File: config.mk
export PLATFORM = sky130hd
export DESIGN_NAME = serial_mode_xcvr
export DESIGN_NICKNAME = d
export VERILOG_FILES = /design/src/rtl/serial_mode_pkg.sv /design/src/rtl/serial_baud_gen.sv /design/src/rtl/serial_tx.sv /design/src/rtl/serial_rx.sv /design/src/rtl/serial_mode_xcvr.sv
export SDC_FILE = /design/constraint.sdc
export NUM_CORES = 1
export LEC_CHECK = 0
export BUFFER_PORTS_ARGS = -buffer_cell sky130_fd_sc_hd__buf_4
export CAP_MARGIN = 40
export CORE_ASPECT_RATIO = 0.75
export CORE_UTILIZATION = 58
export CTS_CLUSTER_DIAMETER = 60
export CTS_CLUSTER_SIZE = 16
export DETAILED_ROUTE_END_ITERATION = 10
export GPL_TIMING_DRIVEN = 0
export PLACE_DENSITY = 0.9
export SYNTH_ARGS = -nofsm -noshare
export SYNTH_HDL_FRONTEND = slang
export SYNTH_SLANG_ARGS = --single-unit
File: constraint.sdc
create_clock -name clk -period 2.8 [get_ports clk]
set_input_delay 0.28 -clock clk [delete_from_list [all_inputs] [get_ports clk]]
set_output_delay 0.28 -clock clk [all_outputs]
set_load 0.01 [all_outputs]
File: src/rtl/serial_mode_pkg.sv
`timescale 1ns/1ps
package serial_mode_pkg;

    localparam int MODE_W  = 7;
    localparam int PRE_W   = 6;
    localparam int OS_RATE = 16;

    typedef struct packed {
        logic [1:0] clk_sel;
        logic       par_odd;
        logic       par_en;
        logic       mp_en;
        logic       two_stop;
        logic       sync_en;
    } mode_t;

    typedef struct packed {
        logic [7:0] data;
        logic       mpb;
        logic       frame_err;
        logic       par_err;
    } rx_char_t;

    function automatic logic [PRE_W-1:0] presc_last(input logic [1:0] sel);
        case (sel)
            2'd0:    return PRE_W'(0);
            2'd1:    return PRE_W'(3);
            2'd2:    return PRE_W'(15);
            default: return PRE_W'(63);
        endcase
    endfunction

    function automatic logic has_extra(input mode_t m);
        return m.mp_en | m.par_en;
    endfunction

endpackage

File: src/rtl/serial_baud_gen.sv
`timescale 1ns/1ps
module serial_baud_gen
    import serial_mode_pkg::*;
#(
    parameter int DIV_W = 8
) (
    input  logic             clk,
    input  logic             rst,
    input  logic [1:0]       clk_sel,
    input  logic [DIV_W-1:0] divisor,
    output logic             os_tick
);
    logic [PRE_W-1:0] pre_cnt;
    logic [DIV_W-1:0] div_cnt;
    logic             pre_tick;

    assign pre_tick = (pre_cnt >= presc_last(clk_sel));
    assign os_tick  = pre_tick && (div_cnt >= divisor);

    always_ff @(posedge clk) begin
        if (rst) begin
            pre_cnt <= '0;
            div_cnt <= '0;
        end else begin
            pre_cnt <= pre_tick ? '0 : pre_cnt + 1'b1;
            if (pre_tick)
                div_cnt <= (div_cnt >= divisor) ? '0 : div_cnt + 1'b1;
        end
    end
endmodule

File: src/rtl/serial_tx.sv
`timescale 1ns/1ps
module serial_tx
    import serial_mode_pkg::*;
#(
    parameter int DATA_W = 8
) (
    input  logic              clk,
    input  logic              rst,
    input  mode_t             mode,
    input  logic              os_tick,
    input  logic              tx_valid,
    input  logic [DATA_W-1:0] tx_data,
    input  logic              tx_mpb,
    output logic              tx_ready,
    output logic              txd,
    output logic              sclk,
    output logic              samp_stb
);
    localparam int FRAME_W = DATA_W + 4;
    localparam int CNT_W   = $clog2(OS_RATE);
    localparam int IDX_W   = $clog2(FRAME_W + 1);
    localparam int MID     = OS_RATE / 2 - 1;

    logic               busy;
    logic               txd_q;
    logic [FRAME_W-1:0] sh;
    logic [IDX_W-1:0]   left;
    logic [CNT_W-1:0]   os_cnt;
    logic [FRAME_W-1:0] frame;
    logic [IDX_W-1:0]   nbits;
    logic               extra_bit;

    always_comb begin
        extra_bit = mode.mp_en ? tx_mpb : ((^tx_data) ^ mode.par_odd);
        frame     = '1;
        if (mode.sync_en) begin
            frame[DATA_W-1:0] = tx_data;
            nbits = IDX_W'(DATA_W);
        end else begin
            frame[0]        = 1'b0;
            frame[DATA_W:1] = tx_data;
            if (has_extra(mode))
                frame[DATA_W+1] = extra_bit;
            nbits = IDX_W'(DATA_W + 2) + IDX_W'(has_extra(mode)) + IDX_W'(mode.two_stop);
        end
    end

    always_ff @(posedge clk) begin
        if (rst) begin
            busy   <= 1'b0;
            txd_q  <= 1'b1;
            sh     <= '1;
            left   <= '0;
            os_cnt <= '0;
        end else if (!busy) begin
            if (tx_valid) begin
                busy   <= 1'b1;
                txd_q  <= frame[0];
                sh     <= {1'b1, frame[FRAME_W-1:1]};
                left   <= nbits - 1'b1;
                os_cnt <= '0;
            end
        end else if (os_tick) begin
            os_cnt <= os_cnt + 1'b1;
            if (os_cnt == CNT_W'(OS_RATE - 1)) begin
                if (left == '0) begin
                    busy  <= 1'b0;
                    txd_q <= 1'b1;
                end else begin
                    txd_q <= sh[0];
                    sh    <= {1'b1, sh[FRAME_W-1:1]};
                    left  <= left - 1'b1;
                end
            end
        end
    end

    assign tx_ready = !busy;
    assign txd      = txd_q;
    assign sclk     = busy & mode.sync_en & os_cnt[CNT_W-1];
    assign samp_stb = busy & mode.sync_en & os_tick & (os_cnt == CNT_W'(MID));
endmodule

File: src/rtl/serial_rx.sv
`timescale 1ns/1ps
module serial_rx
    import serial_mode_pkg::*;
#(
    parameter int DATA_W = 8
) (
    input  logic     clk,
    input  logic     rst,
    input  mode_t    mode,
    input  logic     os_tick,
    input  logic     rxd,
    input  logic     samp_stb,
    input  logic     rx_read,
    output logic     rx_valid,
    output rx_char_t rx_char,
    output logic     rx_overrun
);
    localparam int FRAME_W = DATA_W + 4;
    localparam int CNT_W   = $clog2(OS_RATE);
    localparam int IDX_W   = $clog2(FRAME_W + 1);
    localparam int MID     = OS_RATE / 2 - 1;

    logic [1:0]        sync_q;
    logic              rxs;
    logic              run;
    logic [CNT_W-1:0]  os_cnt;
    logic [IDX_W-1:0]  idx;
    logic [DATA_W-1:0] dsh;
    logic [DATA_W-1:0] dsh_next;
    logic              extra_q;
    logic [IDX_W-1:0]  stop_idx;
    logic              mid;
    logic              done;
    rx_char_t          done_char;

    assign rxs      = sync_q[1];
    assign dsh_next = {rxs, dsh[DATA_W-1:1]};
    assign stop_idx = IDX_W'(DATA_W + 1) + IDX_W'(has_extra(mode));
    assign mid      = run && os_tick && (os_cnt == CNT_W'(MID));

    always_comb begin
        if (mode.sync_en) begin
            done           = samp_stb && (idx == IDX_W'(DATA_W - 1));
            done_char      = '0;
            done_char.data = dsh_next;
        end else begin
            done                = mid && (idx == stop_idx);
            done_char.data      = dsh;
            done_char.mpb       = mode.mp_en & extra_q;
            done_char.frame_err = !rxs;
            done_char.par_err   = mode.par_en & !mode.mp_en & (((^dsh) ^ extra_q) != mode.par_odd);
        end
    end

    always_ff @(posedge clk) begin
        if (rst) begin
            sync_q  <= 2'b11;
            run     <= 1'b0;
            os_cnt  <= '0;
            idx     <= '0;
            dsh     <= '0;
            extra_q <= 1'b0;
        end else begin
            sync_q <= {sync_q[0], rxd};
            if (mode.sync_en) begin
                run    <= 1'b0;
                os_cnt <= '0;
                if (samp_stb) begin
                    dsh <= dsh_next;
                    idx <= (idx == IDX_W'(DATA_W - 1)) ? '0 : idx + 1'b1;
                end
            end else if (!run) begin
                idx    <= '0;
                os_cnt <= '0;
                if (!rxs)
                    run <= 1'b1;
            end else if (os_tick) begin
                os_cnt <= os_cnt + 1'b1;
                if (os_cnt == CNT_W'(MID)) begin
                    if ((idx == '0 && rxs) || idx == stop_idx) begin
                        run <= 1'b0;
                    end else begin
                        if (idx <= IDX_W'(DATA_W) && idx != '0)
                            dsh <= dsh_next;
                        else if (idx != '0)
                            extra_q <= rxs;
                        idx <= idx + 1'b1;
                    end
                end
            end
        end
    end

    always_ff @(posedge clk) begin
        if (rst) begin
            rx_valid   <= 1'b0;
            rx_char    <= '0;
            rx_overrun <= 1'b0;
        end else if (done) begin
            if (rx_valid && !rx_read) begin
                rx_overrun <= 1'b1;
            end else begin
                rx_char    <= done_char;
                rx_valid   <= 1'b1;
                rx_overrun <= 1'b0;
            end
        end else if (rx_read) begin
            rx_valid   <= 1'b0;
            rx_overrun <= 1'b0;
        end
    end
endmodule

File: src/rtl/serial_mode_xcvr.sv
`timescale 1ns/1ps
module serial_mode_xcvr
    import serial_mode_pkg::*;
#(
    parameter int DATA_W = 8,
    parameter int DIV_W  = 8
) (
    input  logic              clk,
    input  logic              rst,
    input  logic              mode_we,
    input  logic [MODE_W-1:0] mode_din,
    input  logic [DIV_W-1:0]  divisor,
    input  logic              tx_valid,
    input  logic [DATA_W-1:0] tx_data,
    input  logic              tx_mpb,
    output logic              tx_ready,
    output logic              txd,
    output logic              sclk,
    input  logic              rxd,
    input  logic              rx_read,
    output logic              rx_valid,
    output logic [DATA_W-1:0] rx_data,
    output logic              rx_mpb,
    output logic              rx_frame_err,
    output logic              rx_par_err,
    output logic              rx_overrun
);
    mode_t    mode_q;
    logic     os_tick;
    logic     samp_stb;
    logic     mode_sync_w;
    rx_char_t rx_char;

    always_ff @(posedge clk) begin
        if (rst)
            mode_q <= '0;
        else if (mode_we)
            mode_q <= mode_t'(mode_din);
    end

    assign mode_sync_w = mode_q.sync_en;

    serial_baud_gen #(.DIV_W(DIV_W)) u_baud (
        .clk(clk), .rst(rst), .clk_sel(mode_q.clk_sel),
        .divisor(divisor), .os_tick(os_tick)
    );

    serial_tx #(.DATA_W(DATA_W)) u_tx (
        .clk(clk), .rst(rst), .mode(mode_q), .os_tick(os_tick),
        .tx_valid(tx_valid), .tx_data(tx_data), .tx_mpb(tx_mpb),
        .tx_ready(tx_ready), .txd(txd), .sclk(sclk), .samp_stb(samp_stb)
    );

    serial_rx #(.DATA_W(DATA_W)) u_rx (
        .clk(clk), .rst(rst), .mode(mode_q), .os_tick(os_tick),
        .rxd(rxd), .samp_stb(samp_stb), .rx_read(rx_read),
        .rx_valid(rx_valid), .rx_char(rx_char), .rx_overrun(rx_overrun)
    );

    assign rx_data      = rx_char.data;
    assign rx_mpb       = rx_char.mpb;
    assign rx_frame_err = rx_char.frame_err;
    assign rx_par_err   = rx_char.par_err;
endmodule

==> flow_metrics.tcl, run 1 <==
set metrics [dict create \
    status "finished clean" \
    clock_sinks 73 \
    final_hold_viol_count 0 \
    hold_ws_ps 94.7 \
    arrival_ps 3000 \
    maxCapViolations 0 \
    std_cell_rows 25 \
    grt_overflow_total 0 \
    power_density_mw_per_mm2 536 \
    dr_total_vias 3586 \
    worstSetupPathType "reg2reg" \
    max_slew_margin_pct 50.6 \
    initial_core_util_pct 61.2 \
    vias_per_cell 6.17 \
    routed.top_layer "met4" \
    synth_ff_type "dfxtp_1" \
    hpwlAfterDp_um 7050 \
    drv_slew 0 \
    firstDrtPassIters 5 \
    path_clk_slew_ps 80 \
    synthArstFlopShare_pct 0 \
    final_nets 549 \
    yosys-top-cells-area "dfxtp_1, mux2i_1, ha_1" \
    synthCells 442 \
    placed_cell_area_sq_mm 0.00435 \
    setup_violations 0 \
    finalWeightedCongestion 0.928 \
    ioPinCount 46 \
    min_path_cells 2 \
    drc 0 \
    seq_area_frac_synth_pct 37.3 \
    required_ps 3080 \
    cts_buffers 9 \
    grt_max_degree 13 \
    cts_root_buffer "clkbuf_8" \
    synth_area_per_cell_sq_um 8.87 \
    whs_endpoint "u_rx.rx_overrun$_SDFFE_PP0P_" \
    tritoncts "done" \
    drive_above_1_share_pct 16.6 \
    drt_iter0_drc 281 \
    num_antenna_cells 0 \
    syn2layout_area_growth_pct 17.3 \
    yosysTopAreaCellShare_pct 37.3 \
    worstSetupEndpointType "flop" \
    synth_top_area_cell "dfxtp_1" \
    die_y_um 73.2 \
    startpoint_type "flop" \
    fmax_ghz 0.368 \
    hp-start "rx_read" \
    r2r_start "mode_q[5]$_SDFFE_PP0P_" \
    peakVddDrop_v 0.000369 \
    portBuffers 44 \
    hold_class "in2reg" \
    core_sq_mm 0.00641 \
    cp_max_fo 7 \
    drt-met1-wl_um 4340 \
    grt_pass1_wl_um 16300 \
    worstRegToRegCells 8 \
    ys_warn_count 0 \
    ys_seq_elements 73 \
    ant_nets 0 \
    wl_um 10200 \
    ctsHoldBuffers 0 \
    die-width_um 97.0 \
    ys_types 57 \
    min_period_ps 2720 \
    syn_nets 494 \
    r2r_slack_ps 80 \
    h-tree-depth 3 \
    fin_worst_skew_ps 8.76 \
    clockBufferDepth 2 \
    worst_slew_pin_slew_ps 740 \
    finalCritPeriodShare_pct 97.1 \
    wl_per_cell_um 17.5 \
    stdcell_area_sq_mm 0.00460 \
    r2r-end "u_tx.txd$_SDFFE_PP1P_" \
    grt_pass1_vias 3392 \
    netlist_area_sq_mm 0.00392 \
    leakage_nw 1.92 \
    antenna_found_initial 0 \
    wl_met2_um 4710 \
    met3_length_um 829 \
    synth_edf_count 0 \
    clock_latency_ps 350 \
    rsz0062_at_grt "yes" \
    dieArea_sq_mm 0.00710 \
    grt_usage_pct 29.2 \
]
-- critical path, stage by stage, from the launching register on --
cell and delay (ps):
dfxtp_1 330, or2_2 310, ha_1 290, nor2b_1 40, o21ai_0 470, a221o_2 380, nand2_1 220, o31ai_1 390
mux2i_1 220
-- kinds of logic (layout without fill, tap and decap cells) --
kind of cell / count (synthesis) / in the layout / synth area share (%)
compound gates: 88 / 88 / 16.4
simple gates: 155 / 155 / 19.3
buf+inv: 37 / 95 / 3.96
fa+ha+maj: 22 / 22 / 7.02
flops: 73 / 73 / 37.3
xor+xnor: 31 / 31 / 6.92
mux: 36 / 36 / 9.19
-- how the worst max path moves through the flow --
| stage | slack, ps | start | endpoint | cells past startpoint |
|---|---|---|---|---|
| after floorplan | 540 | mode_q[5]$_SDFFE_PP0P_ | u_tx.left[1]$_SDFFE_PP0P_ | 9 |
| after global placement | 270 | mode_q[5]$_SDFFE_PP0P_ | u_tx.txd$_SDFFE_PP1P_ | 8 |
| after detailed placement | 190 | mode_q[5]$_SDFFE_PP0P_ | u_tx.os_cnt[0]$_SDFFE_PP0P_ | 8 |
| after CTS | 130 | mode_q[6]$_SDFFE_PP0P_ | u_rx.os_cnt[0]$_SDFFE_PP0P_ | 8 |
| after global routing | -3 | mode_q[5]$_SDFFE_PP0P_ | u_tx.sh[3]$_SDFFE_PP1P_ | 8 |
| final | 80 | mode_q[5]$_SDFFE_PP0P_ | u_tx.txd$_SDFFE_PP1P_ | 8 |
-- report_power, final --
group | internal, mW | total (mW) | switching, mW
clock | 0.583 | 0.968 | 0.385
sequential | 1.08 | 1.11 | 0.0323
combinational | 0.155 | 0.386 | 0.231
-- timing repair --
action,4_1_cts,5_1_grt
setup buffers,0,0
endpoints found under the hold margin,0,0
setup endpoints to repair,0,5
gates resized for setup,0,3
-- synthesized netlist by cell type (10+ instances only) --
master / number
dfxtp_1: 73
xnor2_1: 22
inv_1: 16
and3_1: 10
o21ai_0: 12
nor2_1: 55
nor3_1: 16
ha_1: 22
clkbuf_1: 10
nand2_1: 28
mux2i_1: 36
a21oi_1: 26
-- through the flow --
stage | power [mW] | worst slack [ps] | instances | TNS (ps) | utilization (%)
2_1_floorplan | 1.37 | 539 | 442 | 0 | -
3_3_place_gp | 1.47 | 268 | 567 | 0 | 67.9
3_5_place_dp | 1.49 | 188 | 567 | 0 | 67.9
4_1_cts | 2.46 | 133 | 581 | 0 | 71.5
5_1_grt | 2.55 | -3.41 | 581 | -6.53 | 71.7
6_report | 2.46 | 81.2 | 581 | 0 | 71.7
-- final cells by class --
cell class	instances	area, sq um
Tap cell	81	101
Fill cell	436	1810
Buffer	20	91.3
Inverter	17	63.8
Clock buffer	9	124
Multi-Input combinational cell	332	2320
Timing Repair Buffer	44	330
Clock inverter	5	106
Sequential cell	73	1460
-- state kept, by name, summed over array words and instances (netlist names), 2 cells and up --
signal	cells
u_baud.pre_cnt	6
u_baud.div_cnt	8
u_rx.dsh	8
u_rx.idx	4
u_tx.os_cnt	4
u_rx.sync_q	2
u_rx.os_cnt	4
u_tx.left	4
u_tx.sh	9
mode_q	6
u_rx.rx_char	11
-- metal layers --
metal / GRT usage [%] / vias up
met5: 0 / -
met4: 12.4 / 0
met3: 8.52 / 37
met2: 46.9 / 170
met1: 37.1 / 1688
li1: - / 1691
-- placed cells by master (no fill, tap or decap), types with 6 or more instances in the layout --
master    count
buf_4        44
mux2i_1      36
nand2_1      28
nand2b_1      6
a21oi_1      26
clkbuf_1     10
a211oi_1      9
clkbuf_8      9
nand3_1       7
nor3_1       16
ha_1         22
xor2_1        9
buf_2         7
and3_1       10
dfxtp_1      73
nor2_1       54
nand4_1       6
o211ai_1      9
inv_1        16
xnor2_1      22
o21ai_0      12
a31oi_1       6
(Power assumes the default switching activity.)
==> run 2: changes to the inputs <==
--- a/config.mk
+++ b/config.mk
@@ -8,12 +8,13 @@
 export BUFFER_PORTS_ARGS = -buffer_cell sky130_fd_sc_hd__buf_4
 export CAP_MARGIN = 40
 export CORE_ASPECT_RATIO = 0.75
-export CORE_UTILIZATION = 58
+export CORE_UTILIZATION = 60
+export CTS_BUF_LIST = sky130_fd_sc_hd__clkbuf_2
 export CTS_CLUSTER_DIAMETER = 60
 export CTS_CLUSTER_SIZE = 16
 export DETAILED_ROUTE_END_ITERATION = 10
 export GPL_TIMING_DRIVEN = 0
-export PLACE_DENSITY = 0.9
+export PLACE_DENSITY = 0.93
 export SYNTH_ARGS = -nofsm -noshare
 export SYNTH_HDL_FRONTEND = slang
 export SYNTH_SLANG_ARGS = --single-unit
==> flow_metrics.tcl, run 2 (synthesized netlist as in run 1, its figures left out) <==
set metrics [dict create \
    status "finished clean" \
    grt_usage_pct 31.9 \
    final_hold_viol_count 0 \
    clock_latency_ps 550 \
    leakage_nw 1.91 \
    drive_above_1_share_pct 16.3 \
    portBuffers 44 \
    setup_slack_ps 96.8 \
    core_sq_mm 0.00632 \
    die-width_um 95.4 \
    setup_violations 0 \
    final_core_util_pct 72.1 \
    arrival_ps 3120 \
    initial_core_util_pct 62.1 \
    finalCritPeriodShare_pct 96.5 \
    ioPinCount 46 \
    path_clk_slew_ps 200 \
    grt_pass1_vias 3548 \
    combPwrFrac_pct 19.0 \
    switching_share_pct 31.4 \
    hold_class "in2reg" \
    std_cell_rows 25 \
    vias_per_cell 6.32 \
    top_regs "u_rx.rx_char: 11 flops, u_tx.sh: 9 flops" \
    dr_total_vias 3726 \
    num_antenna_cells 0 \
    wl_per_cell_um 18.1 \
    clkPwrFrac_pct 27.8 \
    final_cell_mix "dfxtp_1, nor2_1, buf_4" \
    largest_reg_flops 11 \
    die_y_um 72.0 \
    post-place-ws_ps 170 \
    regMostFlops "u_rx.rx_char" \
    tritoncts "done" \
    mostFrequentLayoutCell "dfxtp_1" \
    firstDrtPassIters 5 \
    max_slew_margin_pct 51.6 \
    peakVddDrop_v 0.000339 \
    fillers 424 \
    p_total_mw 2.10 \
    maxCapViolations 0 \
    tns_ps 0 \
    pwr-share-seq_pct 53.2 \
    p_switching_mw 0.658 \
    worstSetupPathType "reg2reg" \
    grt_overflow_total 0 \
    antenna_found_initial 0 \
    clockBufferDepth 2 \
    wl_um 10700 \
    hpwlAfterDp_um 7220 \
    fin_worst_skew_ps 34.5 \
    required_ps 3220 \
    ant_nets 0 \
    r2r_slack_ps 100 \
    fmax_ghz 0.370 \
    power_density_mw_per_mm2 461 \
    finalWeightedCongestion 0.931 \
    syn2layout_area_growth_pct 16.1 \
    dieArea_sq_mm 0.00687 \
    cts_root_buffer "clkbuf_2" \
    grt_pass1_wl_um 16800 \
    grt_max_degree 13 \
    startpoint_type "flop" \
    h-tree-depth 3 \
    min_period_ps 2700 \
    cts_buffers 9 \
    clock_sinks 73 \
    p_int_mw 1.44 \
    drt_iter0_drc 397 \
    drc 0 \
    worst_slew_pin_slew_ps 726 \
    worstSetupEndpointType "flop" \
    drv_slew 0 \
    rsz0062_at_grt "no" \
    cp_max_fo 10 \
    final_nets 557 \
]
[run 2: changes by cell type in the layout (fill, tap and decap cells not counted), sizes merged]
cell         delta
dlygate4sd3     +8
clkinv          +3
bufinv          -2
[run 2: layout make-up]
cell class,instances,area [sq um],area share [%]
flip-flops and latches,73,1460,32.1
repair buffers,52,410,9.01
clock inverters,6,60.1,1.32
well taps,81,101,2.23
multi-input cells,332,2320,51.0
clock buffers,9,45.0,0.989
plain buffers,20,91.3,2.01
inverters,17,63.8,1.40
[run 2: critical path, stage by stage, from the launching register on]
cell and delay (ps):
dfxtp_1 400, or2_2 310, ha_1 300, nor2b_1 110
o21ai_1 140, a221o_2 460, a31oi_1 250, clkbuf_1 410
o211ai_1 180
[run 2: power groups by stage]
stage / registers, mW / logic, mW / clock network (mW)
floorplan: 1.12 / 0.249 / 0
global placement: 1.13 / 0.341 / 0
detailed placement: 1.13 / 0.360 / 0
CTS: 1.11 / 0.372 / 0.580
global route: 1.12 / 0.436 / 0.618
finish: 1.12 / 0.399 / 0.583
[run 2: metal layers]
| layer | routed length (um) | vias up | share of wire [%] | global-route usage (%) |
|---|---|---|---|---|
| met5 | 0 | - | 0 | 0 |
| met4 | 465 | 0 | 4.4 | 15.3 |
| met3 | 809 | 61 | 7.6 | 9.22 |
| met2 | 5050 | 192 | 47 | 51.6 |
| met1 | 4360 | 1770 | 41 | 39.2 |
| li1 | - | 1703 | - | - |
[run 2: worst paths after layout]
check,from,end,cells past startpoint
max reg2reg,mode_q[6]$_SDFFE_PP0P_,u_tx.sh[6]$_SDFFE_PP1P_,8
max,mode_q[6]$_SDFFE_PP0P_,u_tx.sh[6]$_SDFFE_PP1P_,8
min,mode_din[4],mode_q[4]$_SDFFE_PP0P_,3
min reg2reg,u_rx.sync_q[0]$_SDFF_PP1_,u_rx.sync_q[1]$_SDFF_PP1_,1
[run 2: through the flow]
| step | cells | hold slack (ps) | area, sq um |
|---|---|---|---|
| 2_1_floorplan | 442 | 359 | 3920 |
| 3_3_place_gp | 567 | 407 | 4350 |
| 3_5_place_dp | 567 | 420 | 4350 |
| 4_1_cts | 590 | 32.3 | 4540 |
| 5_1_grt | 590 | 57.5 | 4550 |
| 6_report | 590 | 27.4 | 4550 |
[run 2: timing repair]
action / CTS / global route
gates resized for setup: 0 / 4
setup endpoints to repair: 0 / 13
endpoints found under the hold margin: 8 / 0
setup buffers: 0 / 0
hold buffers: 8 / 0
